<file path="config.mk">
export PLATFORM = sky130hd
export DESIGN_NAME = spectral_tpg
export DESIGN_NICKNAME = d
export VERILOG_FILES = /design/src/rtl/spectral_tpg_pkg.sv /design/src/rtl/tpg_pace.sv /design/src/rtl/tpg_synth.sv /design/src/rtl/spectral_tpg.sv
export SDC_FILE = /design/constraint.sdc
export NUM_CORES = 1
export LEC_CHECK = 0
export BUFFER_PORTS_ARGS = -buffer_cell sky130_fd_sc_hd__buf_2
export CAP_MARGIN = 40
export CORE_ASPECT_RATIO = 1.1
export CORE_MARGIN = 2
export CORE_UTILIZATION = 46
export CTS_CLUSTER_DIAMETER = 50
export DETAILED_ROUTE_END_ITERATION = 12
export GPL_ROUTABILITY_DRIVEN = 0
export PLACE_DENSITY = 0.76
export SYNTH_ARGS = -nofsm -noshare
export SYNTH_HDL_FRONTEND = slang
export SYNTH_SLANG_ARGS = --single-unit
</file>
<file path="constraint.sdc">
create_clock -name clk -period 4.25 [get_ports clk]
set_input_delay 0 -clock clk [delete_from_list [all_inputs] [get_ports clk]]
set_output_delay 0 -clock clk [all_outputs]
set_load 0.02 [all_outputs]
</file>
<file path="src/rtl/spectral_tpg_pkg.sv">
package spectral_tpg_pkg;
    localparam int LFSR_W = 16;

    function automatic logic [LFSR_W-1:0] lfsr_next(input logic [LFSR_W-1:0] s);
        return {s[LFSR_W-2:0], s[15] ^ s[13] ^ s[12] ^ s[10]};
    endfunction
endpackage

</file>
<file path="src/rtl/tpg_pace.sv">
module tpg_pace #(
    parameter int DIV_W = 8
) (
    input  logic             clk,
    input  logic             rst_n,
    input  logic             run,
    input  logic             hold_en,
    input  logic [DIV_W-1:0] div_ratio,
    output logic             tick
);
    logic [DIV_W-1:0] cnt_d, cnt_q, last;

    always_comb begin
        last  = (!hold_en || div_ratio == '0) ? '0 : div_ratio - DIV_W'(1);
        tick  = run && (cnt_q >= last);
        cnt_d = (!run || tick) ? '0 : cnt_q + DIV_W'(1);
    end

    always_ff @(posedge clk or negedge rst_n) begin
        if (!rst_n) cnt_q <= '0;
        else        cnt_q <= cnt_d;
    end

    // with a ratio above one, steps never fall on adjacent edges
    p_tick_gap_r8: assert property (@(posedge clk) disable iff (!rst_n)
        tick |=> (!tick || !hold_en || div_ratio <= DIV_W'(1)));
endmodule

</file>
<file path="src/rtl/tpg_synth.sv">
module tpg_synth #(
    parameter int N_IN   = 8,
    parameter int T_W    = 3,
    parameter int LFSR_W = 16
) (
    input  logic [T_W-1:0]      t,
    input  logic [LFSR_W-1:0]   lfsr,
    input  logic [N_IN*T_W-1:0] row_sel,
    output logic [N_IN-1:0]     vec
);
    logic [N_IN-1:0] walsh, noise;

    for (genvar i = 0; i < N_IN; i++) begin : g_in
        assign walsh[i] = ~^(row_sel[i*T_W +: T_W] & t);
        assign noise[i] = lfsr[i] & lfsr[i+N_IN];
        assign vec[i]   = walsh[i] ^ noise[i];
    end
endmodule

</file>
<file path="src/rtl/spectral_tpg.sv">
module spectral_tpg
    import spectral_tpg_pkg::*;
#(
    parameter int              N_IN     = 8,
    parameter int              T_W      = 3,
    parameter int              CNT_W    = 16,
    parameter int              DIV_W    = 8,
    parameter logic [15:0]     RST_LFSR = 16'hACE1,
    localparam int             SEED_W   = T_W + LFSR_W,
    localparam int             ROW_W    = N_IN * T_W
) (
    input  logic              clk,
    input  logic              rst_n,
    input  logic              mode_hybrid,
    input  logic              hold_en,
    input  logic [DIV_W-1:0]  div_ratio,
    input  logic [CNT_W-1:0]  reseed_budget,
    input  logic [ROW_W-1:0]  row_sel,
    input  logic              par_load,
    input  logic [SEED_W-1:0] par_seed,
    input  logic              ser_load,
    input  logic              ser_bit,
    output logic [N_IN-1:0]   vec_out,
    output logic              vec_strobe,
    output logic              seed_request
);
    typedef struct packed {
        logic [T_W-1:0]    t;
        logic [LFSR_W-1:0] lfsr;
        logic [CNT_W-1:0]  vcnt;
        logic              ser_act;
        logic              strobe;
    } st_t;

    st_t st_d, st_q;
    logic gen_run, step;
    logic [SEED_W-1:0] seed_q;

    assign seed_q  = {st_q.t, st_q.lfsr};
    assign gen_run = mode_hybrid && !par_load && !ser_load;

    tpg_pace #(.DIV_W(DIV_W)) pace_i (
        .clk(clk), .rst_n(rst_n), .run(gen_run),
        .hold_en(hold_en), .div_ratio(div_ratio), .tick(step)
    );

    tpg_synth #(.N_IN(N_IN), .T_W(T_W), .LFSR_W(LFSR_W)) synth_i (
        .t(st_q.t), .lfsr(st_q.lfsr), .row_sel(row_sel), .vec(vec_out)
    );

    always_comb begin
        st_d         = st_q;
        st_d.strobe  = 1'b0;
        st_d.ser_act = ser_load && !par_load;
        if (par_load) begin
            {st_d.t, st_d.lfsr} = par_seed;
            st_d.vcnt           = '0;
            st_d.strobe         = 1'b1;
        end else if (ser_load) begin
            {st_d.t, st_d.lfsr} = {seed_q[SEED_W-2:0], ser_bit};
            st_d.vcnt           = '0;
        end else begin
            if (st_q.ser_act) st_d.strobe = 1'b1;
            if (step) begin
                st_d.t      = st_q.t + T_W'(1);
                st_d.lfsr   = lfsr_next(st_q.lfsr);
                st_d.strobe = 1'b1;
                if (st_q.vcnt != '1) st_d.vcnt = st_q.vcnt + CNT_W'(1);
            end
        end
    end

    always_ff @(posedge clk or negedge rst_n) begin
        if (!rst_n) begin
            st_q      <= '0;
            st_q.lfsr <= RST_LFSR;
        end else begin
            st_q <= st_d;
        end
    end

    assign vec_strobe   = st_q.strobe;
    assign seed_request = mode_hybrid && (st_q.vcnt >= reseed_budget);

    // parallel word lands whole in one edge and is announced
    p_par_load_r4: assert property (@(posedge clk) disable iff (!rst_n)
        par_load |=> (seed_q == $past(par_seed)) && vec_strobe);

    // serial line shifts exactly one bit per edge
    p_ser_shift_r5: assert property (@(posedge clk) disable iff (!rst_n)
        (ser_load && !par_load) |=> seed_q == {$past(seed_q[SEED_W-2:0]), $past(ser_bit)});

    // seed-per-vector mode never moves the state by itself
    p_etm_frozen_r6: assert property (@(posedge clk) disable iff (!rst_n)
        (!mode_hybrid && !par_load && !ser_load) |=> $stable(seed_q));

    // without a load, time either holds or advances by one
    p_time_step_r7: assert property (@(posedge clk) disable iff (!rst_n)
        (!par_load && !ser_load) |=> (st_q.t == $past(st_q.t) || st_q.t == T_W'($past(st_q.t) + 1'b1)));

    // a load clears the request unless the budget is zero
    p_load_clears_r10: assert property (@(posedge clk) disable iff (!rst_n)
        (par_load || ser_load) |=> (!seed_request || reseed_budget == '0));
endmodule

</file>
==> qor.yml, run 1 <==
die:
  ios: 84
  placement_rows: 33
  dieHeight_um: 95.8
  die_x_um: 87.4
  floorplan.core_area_um2: 7430
  floorplan.initialDensity_pct: 47.4
  die_area_um2: 8380
place:
  placed_cells: 557
  dpl_worst_slack_ns: 0.939
  area_post_placement_um2: 4020
  detailedPlacementHpwl_mm: 6.16
  port_buffers: 83
layout:
  final_design_area_no_fill_um2: 4170
  layout_common_cells: "83 x buf_2, 50 x nand2_1, 37 x dfrtp_1"
  layout.cells.most_common: "buf_2"
  synthToLayoutAreaGrowth_pct: 18.4
  design.final.nets: 585
  final.fill_count: 678
  antennaDiodeCount: 0
  layout.cells.non_filler: 570
  regArea_um2: 1140
  multi_input_area_um2: 2210
  layout-drive-gt1-share_pct: 25.1
setup_path:
  worst_setup_path_end_kind: "register"
  arrival_ns: 3.21
  path_max_fanout: 23
  setup.worst_path.class: "in2reg"
  setup.worst_path.start_class: "primary input"
  critPathRequiredTime_ns: 4.46
yosys:
  synth_top_area_share_pct: 26.3
  postSynthNetCount: 503
  post_synth_instance_area_um2: 3520
  synth_enable_flop_cells: 0
  yosys_most_used_dff: "dfrtp_1"
  yosysSeqAreaShare_pct: 32.2
  synthArstFlopShare_pct: 100
  postSynthRegisterBits: 45
  unique_masters_post_synth: 55
  postSynthCellCount: 400
  synthDominantAreaCellType: "dfrtp_1"
  synth.yosys.warnings: 0
  postSynthAreaPerCell_um2: 8.81
  netlist_top_cells_area: "dfrtp_1 26%, ha_1 10%, xnor2_1 7.0%, dfstp_2 6.0%, nand2_1 5.3%"
clock_tree:
  post_cts_resize_count: 0
  cts-root-buf: "clkbuf_8"
  cts_htree_levels: 2
  post_cts_hold_buffer_count: 5
  tritoncts: "built"
  clock-sinks: 45
  clk_pin_slew_worst_setup_hold_paths_ns: 0.09
  clock_latency_ns: 0.30
  cts-root-to-sink-buffers: 2
  number_of_setup_buffers_added_after_cts: 0
  tritoncts.num_buffers: 5
routing:
  num_vias: 3199
  drt_iter0_drc: 188
  post_drt_wl_per_cell_um: 14.6
  detailed_routing_iteration_count_for_the_pre_antenna_repair_pass: 4
  drt_via_density: 5.61
  drt.antenna.violating_nets: 0
  drc: 0
  routed_wl_mm: 8.34
sta:
  timing.final.ws_setup_ns: 1.25
  max-slew-margin-rel_pct: 42.9
  fin_skew_ns: 0.00684
  finalHoldViolCount: 0
  max_slew.worst_pin.slew_ns: 0.857
  report.final.setup_viol: 0
  rsz0062_at_grt: "false"
  max_freq_mhz: 334
  layout_min_cycle_time_ns: 3.00
  setup_total_negative_slack_ns: 0
  finalCritPeriodShare_pct: 70.5
  report.final.slew_viol_count: 0
global_route:
  grt_remaining_overflow: 0
  grt_antenna_before_repair: 0
  pin_count_of_the_biggest_net_entering_global_routing: 29
  number_of_global_route_vias_before_repair: 3279
  track_usage_pct: 20.9
  global_route_wire_length_before_repair_mm: 14.2
power_and_ir_drop:
  power.share.sequential_pct: 43.4
  power_report.internal_total_uw: 796
  logic_gate_share_of_total_power_pct: 31.7
  power_after_layout_uw: 1200
  power.leakage_uw: 0.00201
  ir_drop_mv: 0.235
  switchingPower_uw: 404
  switching_share_pct: 33.7
  power_density_of_the_placed_cells_nw_per_um2: 288
  p_clk_share_pct: 24.8
hold_path:
  holdCritPathClass: "in2reg"
run:
  max-cap-violations: 0
run_status:
  result_of_the_run: "finished clean"
==> metrics by stage <==
stage	util, %	hold WS (ns)
after floorplan	-	-0.296
after global placement	53.4	0.229
after detailed placement	54.1	0.0122
after CTS	56.1	0.00939
after global routing	56.1	0.0127
final	56.1	0.00714
==> power groups by stage <==
stage                     Sequential (uW)  Combinational, uW  Clock [uW]
after floorplan                       503                276           0
after global placement                527                364           0
after detailed placement              528                379           0
after CTS                             520                384         302
after global routing                  528                422         317
final                                 521                380         298
==> state kept, by name (all words and copies together), names as in the netlist <==
signal and cells:
pace_i.cnt_q 8, vec_strobe 1, st_q 17, seed_q 19
==> synthesized netlist by cell type (3+ instances only) <==
cell type,n
a211oi_1,3
a21o_1,5
a21oi_1,16
a21oi_2,10
a31oi_1,8
and2_1,3
and3_1,7
and4_1,5
clkbuf_1,11
dfrtp_1,37
dfstp_2,8
ha_1,29
inv_1,23
mux2i_1,17
nand2_1,50
nand2b_1,3
nand3_1,27
nor2_1,15
nor3_1,20
o21a_1,3
o21ai_0,5
o21ai_1,3
o31ai_1,4
or3_1,5
or4_1,8
xnor2_1,28
xor2_1,11
==> path summary, 6_finish.rpt <==
path	slack, ns	cells past startpoint	startpoint	endpoint
max in group asynchronous	3.46	3	rst_n	seed_q[11]
worst max-delay path	1.25	11	div_ratio[3]	st_q[17]
worst min register to register	0.53	2	st_q[1]	vec_strobe
worst min-delay path	0.007	3	par_seed[7]	seed_q[7]
worst max register to register	1.77	7	pace_i.cnt_q[0]	st_q[17]
min in group asynchronous	0.21	2	rst_n	seed_q[4]
==> cell families (layout without fill, tap and decap cells) <==
logic type / Yosys count / in the layout / synth area share (%)
AND/OR/NAND/NOR: 154 / 154 / 22.1
AO/OA/AOI/OAI: 74 / 74 / 15.1
flip-flops: 45 / 45 / 32.2
buffers and inverters: 40 / 123 / 4.97
XOR/XNOR: 39 / 39 / 9.69
adder cells (fa/ha/maj): 29 / 29 / 10.3
multiplexers: 19 / 19 / 5.68
==> critical path: stages <==
cell and delay (ns):
buf_2 0.12, or3_1 0.38, or3_1 0.33, o31a_1 0.34
and2_1 0.20, ha_1 0.25, nand2b_1 0.13, a2111o_1 0.45
a32o_1 0.51, and4_1 0.28, a211oi_1 0.21
==> area by class of cell <==
| class | instances | area share [%] |
|---|---|---|
| inverter | 23 | 2.07 |
| timing repair buffer | 92 | 12.7 |
| sequential | 45 | 27.2 |
| tap | 87 | 2.61 |
| clock inverter | 1 | 0.120 |
| clock buffer | 7 | 2.31 |
| multi-input combinational | 315 | 53.0 |
==> per-layer routing <==
layer	up-vias	wire, um	global-route usage [%]	share of wire [%]
met5	-	0	0	0
met4	0	128	7.44	1.5
met3	12	380	3.77	4.6
met2	84	4060	35.4	49
met1	1515	3770	26.6	45
li1	1588	-	-	-
Note: power is estimated with default switching activity, not from simulation.
==> run 2: changes to the inputs <==
Clock period 4.25 ns to 2.9 ns, I/O delays scaled along.
==> run 2 against run 1 <==
Effect of this change: non-clock buffer count grew 17; via count grew 3.2%; sequential share of layout area shrank 0.75 points; critical path depth grew 1; routed wire length grew 2.6%; first-iteration DRC count shrank 16%; combinational power grew 53%; register-to-register slack lost 1.2 ns; global-route usage shrank 0.33 points; flip-flop and latch count is the same; critical endpoint is now seed_q[17]; largest cell class unchanged; largest power group unchanged.
==> qor.yml, run 2 (synthesized netlist as in run 1, its figures left out) <==
run_status:
  result_of_the_run: "finished clean"  # unchanged
global_route:
  grt_antenna_before_repair: 0  # unchanged
  number_of_global_route_vias_before_repair: 3176  # was 3279
  grt_remaining_overflow: 0  # unchanged
  pin_count_of_the_biggest_net_entering_global_routing: 30  # was 29
  grt_use_met3_pct: 3.95  # was 3.77%
  track_usage_pct: 20.6  # was 20.9%
  global_route_wire_length_before_repair_mm: 13.9  # was 14.2 mm
  gr-max-usage-layer: "met2"  # unchanged
  grtUsageMet1_pct: 25.0  # was 26.6%
  grt_util_met2_pct: 37.0  # was 35.4%
setup_path:
  setup.worst_path.class: "in2reg"  # unchanged
  r2r_cells: 8  # was 7
  worst_setup_path_end_kind: "register"  # unchanged
  arrival_ns: 2.88  # was 3.21 ns
  setup.worst_path.start_class: "primary input"  # unchanged
  critPathRequiredTime_ns: 3.09  # was 4.46 ns
  path_max_fanout: 6  # was 23
sta:
  finalHoldViolCount: 0  # unchanged
  finalCritPeriodShare_pct: 92.8
  report.final.setup_viol: 0  # unchanged
  report.final.slew_viol_count: 0  # unchanged
  timing.final.ws_setup_ns: 0.209  # was 1.25 ns
  max_freq_mhz: 372
  rsz0062_at_grt: "false"  # unchanged
  max-slew-margin-rel_pct: 51.6  # was 42.9%
  fin_skew_ns: 0.00582  # was 0.00684 ns
  setup_total_negative_slack_ns: 0  # unchanged
  layout_min_cycle_time_ns: 2.69
  max_slew.worst_pin.slew_ns: 0.725  # was 0.857 ns
run:
  max-cap-violations: 0  # unchanged
hold_path:
  worstHoldPathCells: 3  # unchanged
  holdCritPathClass: "in2reg"  # unchanged
clock_tree:
  tritoncts: "built"  # unchanged
  cts-root-to-sink-buffers: 2  # unchanged
  clock-sinks: 45  # unchanged
  cts-root-buf: "clkbuf_8"  # unchanged
  cts_htree_levels: 2  # unchanged
  clock_latency_ns: 0.30  # about the same
  clk_pin_slew_worst_setup_hold_paths_ns: 0.08  # was 0.09 ns
  tritoncts.num_buffers: 5  # unchanged
power_and_ir_drop:
  ir_drop_mv: 0.254  # was 0.235 mV
  power_density_of_the_placed_cells_nw_per_um2: 403  # was 288 nW/um2
  power.leakage_uw: 0.00208  # was 0.00201 uW
place:
  detailedPlacementHpwl_mm: 6.49  # was 6.16 mm
  port_buffers: 83  # unchanged
  dpl_worst_slack_ns: -0.0910  # was 0.939 ns
die:
  floorplan.core_area_um2: 7430  # unchanged
  placement_rows: 33  # unchanged
  dieHeight_um: 95.8  # unchanged
  floorplan.initialDensity_pct: 47.4  # unchanged
  die_x_um: 87.4  # unchanged
  ios: 84  # unchanged
  die_area_um2: 8380  # unchanged
layout:
  layout.cells.most_common: "buf_2"  # unchanged
  synthToLayoutAreaGrowth_pct: 21.8  # was 18.4%
  antennaDiodeCount: 0  # unchanged
  largest_register_ffs: 19  # unchanged
  layout_common_cells: "83 x buf_2, 50 x nand2_1, 37 x dfrtp_1"  # unchanged
  layout-drive-gt1-share_pct: 26.6  # was 25.1%
  design.final.nets: 602  # was 585
routing:
  drt_via_density: 5.63  # was 5.61
  num_vias: 3302  # was 3199
  post_drt_wl_per_cell_um: 14.6  # about the same
  detailed_routing_iteration_count_for_the_pre_antenna_repair_pass: 4  # unchanged
  drc: 0  # unchanged
  routed_wl_mm: 8.56  # was 8.34 mm
  drt_iter0_drc: 158  # was 188
  drt.antenna.violating_nets: 0  # unchanged
[run 2: worst paths after layout]
kind,from,endpoint,slack [ns]
min in group asynchronous,rst_n,st_q[5],0.16
min,par_seed[7],seed_q[7],0.01
min reg2reg,st_q[1],vec_strobe,0.51
max,div_ratio[3],seed_q[17],0.21
max in group asynchronous,rst_n,seed_q[0],2.16
max reg2reg,pace_i.cnt_q[0],seed_q[17],0.59
[run 2: layout make-up]
cell class,count,area [um2]
sequential,45,1140
timing repair buffer,109,661
tap,87,109
fill,684,3140
inverter,23,86.3
clock inverter,2,10.0
clock buffer,6,72.6
multi-input combinational,315,2220
[run 2: report_power, final]
part / leakage (uW) / total, uW / internal, uW / switching (uW)
Combinational: 0.00146 / 580 / 274 / 306
Sequential: 0.000570 / 765 / 691 / 74.3
Clock: 0.0000450 / 384 / 167 / 216
[run 2: routing by layer]
layer | up-vias | share of wire (%)
met1 | 1577 | 42
met3 | 8 | 5.6
met2 | 96 | 52
met4 | 0 | 1.2
li1 | 1621 | -
met5 | - | 0
[run 2: critical path, cell delays in order]
cell and delay (ns):
buf_2 0.10, or3_1 0.37, or3_1 0.33, o31a_1 0.25
and2_1 0.16, ha_1 0.25, nand2b_1 0.13, a2111o_1 0.47
a32oi_2 0.21, buf_4 0.18, nand2_4 0.08, mux2_4 0.33
[run 2: what timing repair did]
| action | in CTS | in global routing |
|---|---|---|
| hold buffers | 10 | 0 |
| buffers inserted | 0 | 0 |
| gates resized for setup | 0 | 1 |
| hold endpoints to repair | 48 | 0 |
| endpoints found under the setup margin | 0 | 1 |
[run 2: metrics by stage]
step                      total power [uW]  std cells  util [%]  cell area [um2]  hold slack, ns
after global routing                  1830        587      57.7             4290          0.0178
after floorplan                       1140        400         -             3520          -0.296
after global placement                1320        568      54.9             4080           0.226
after CTS                             1740        587      57.7             4290         0.00347
final                                 1730        587      57.7             4290          0.0103
after detailed placement              1350        569      55.2             4100         -0.0374
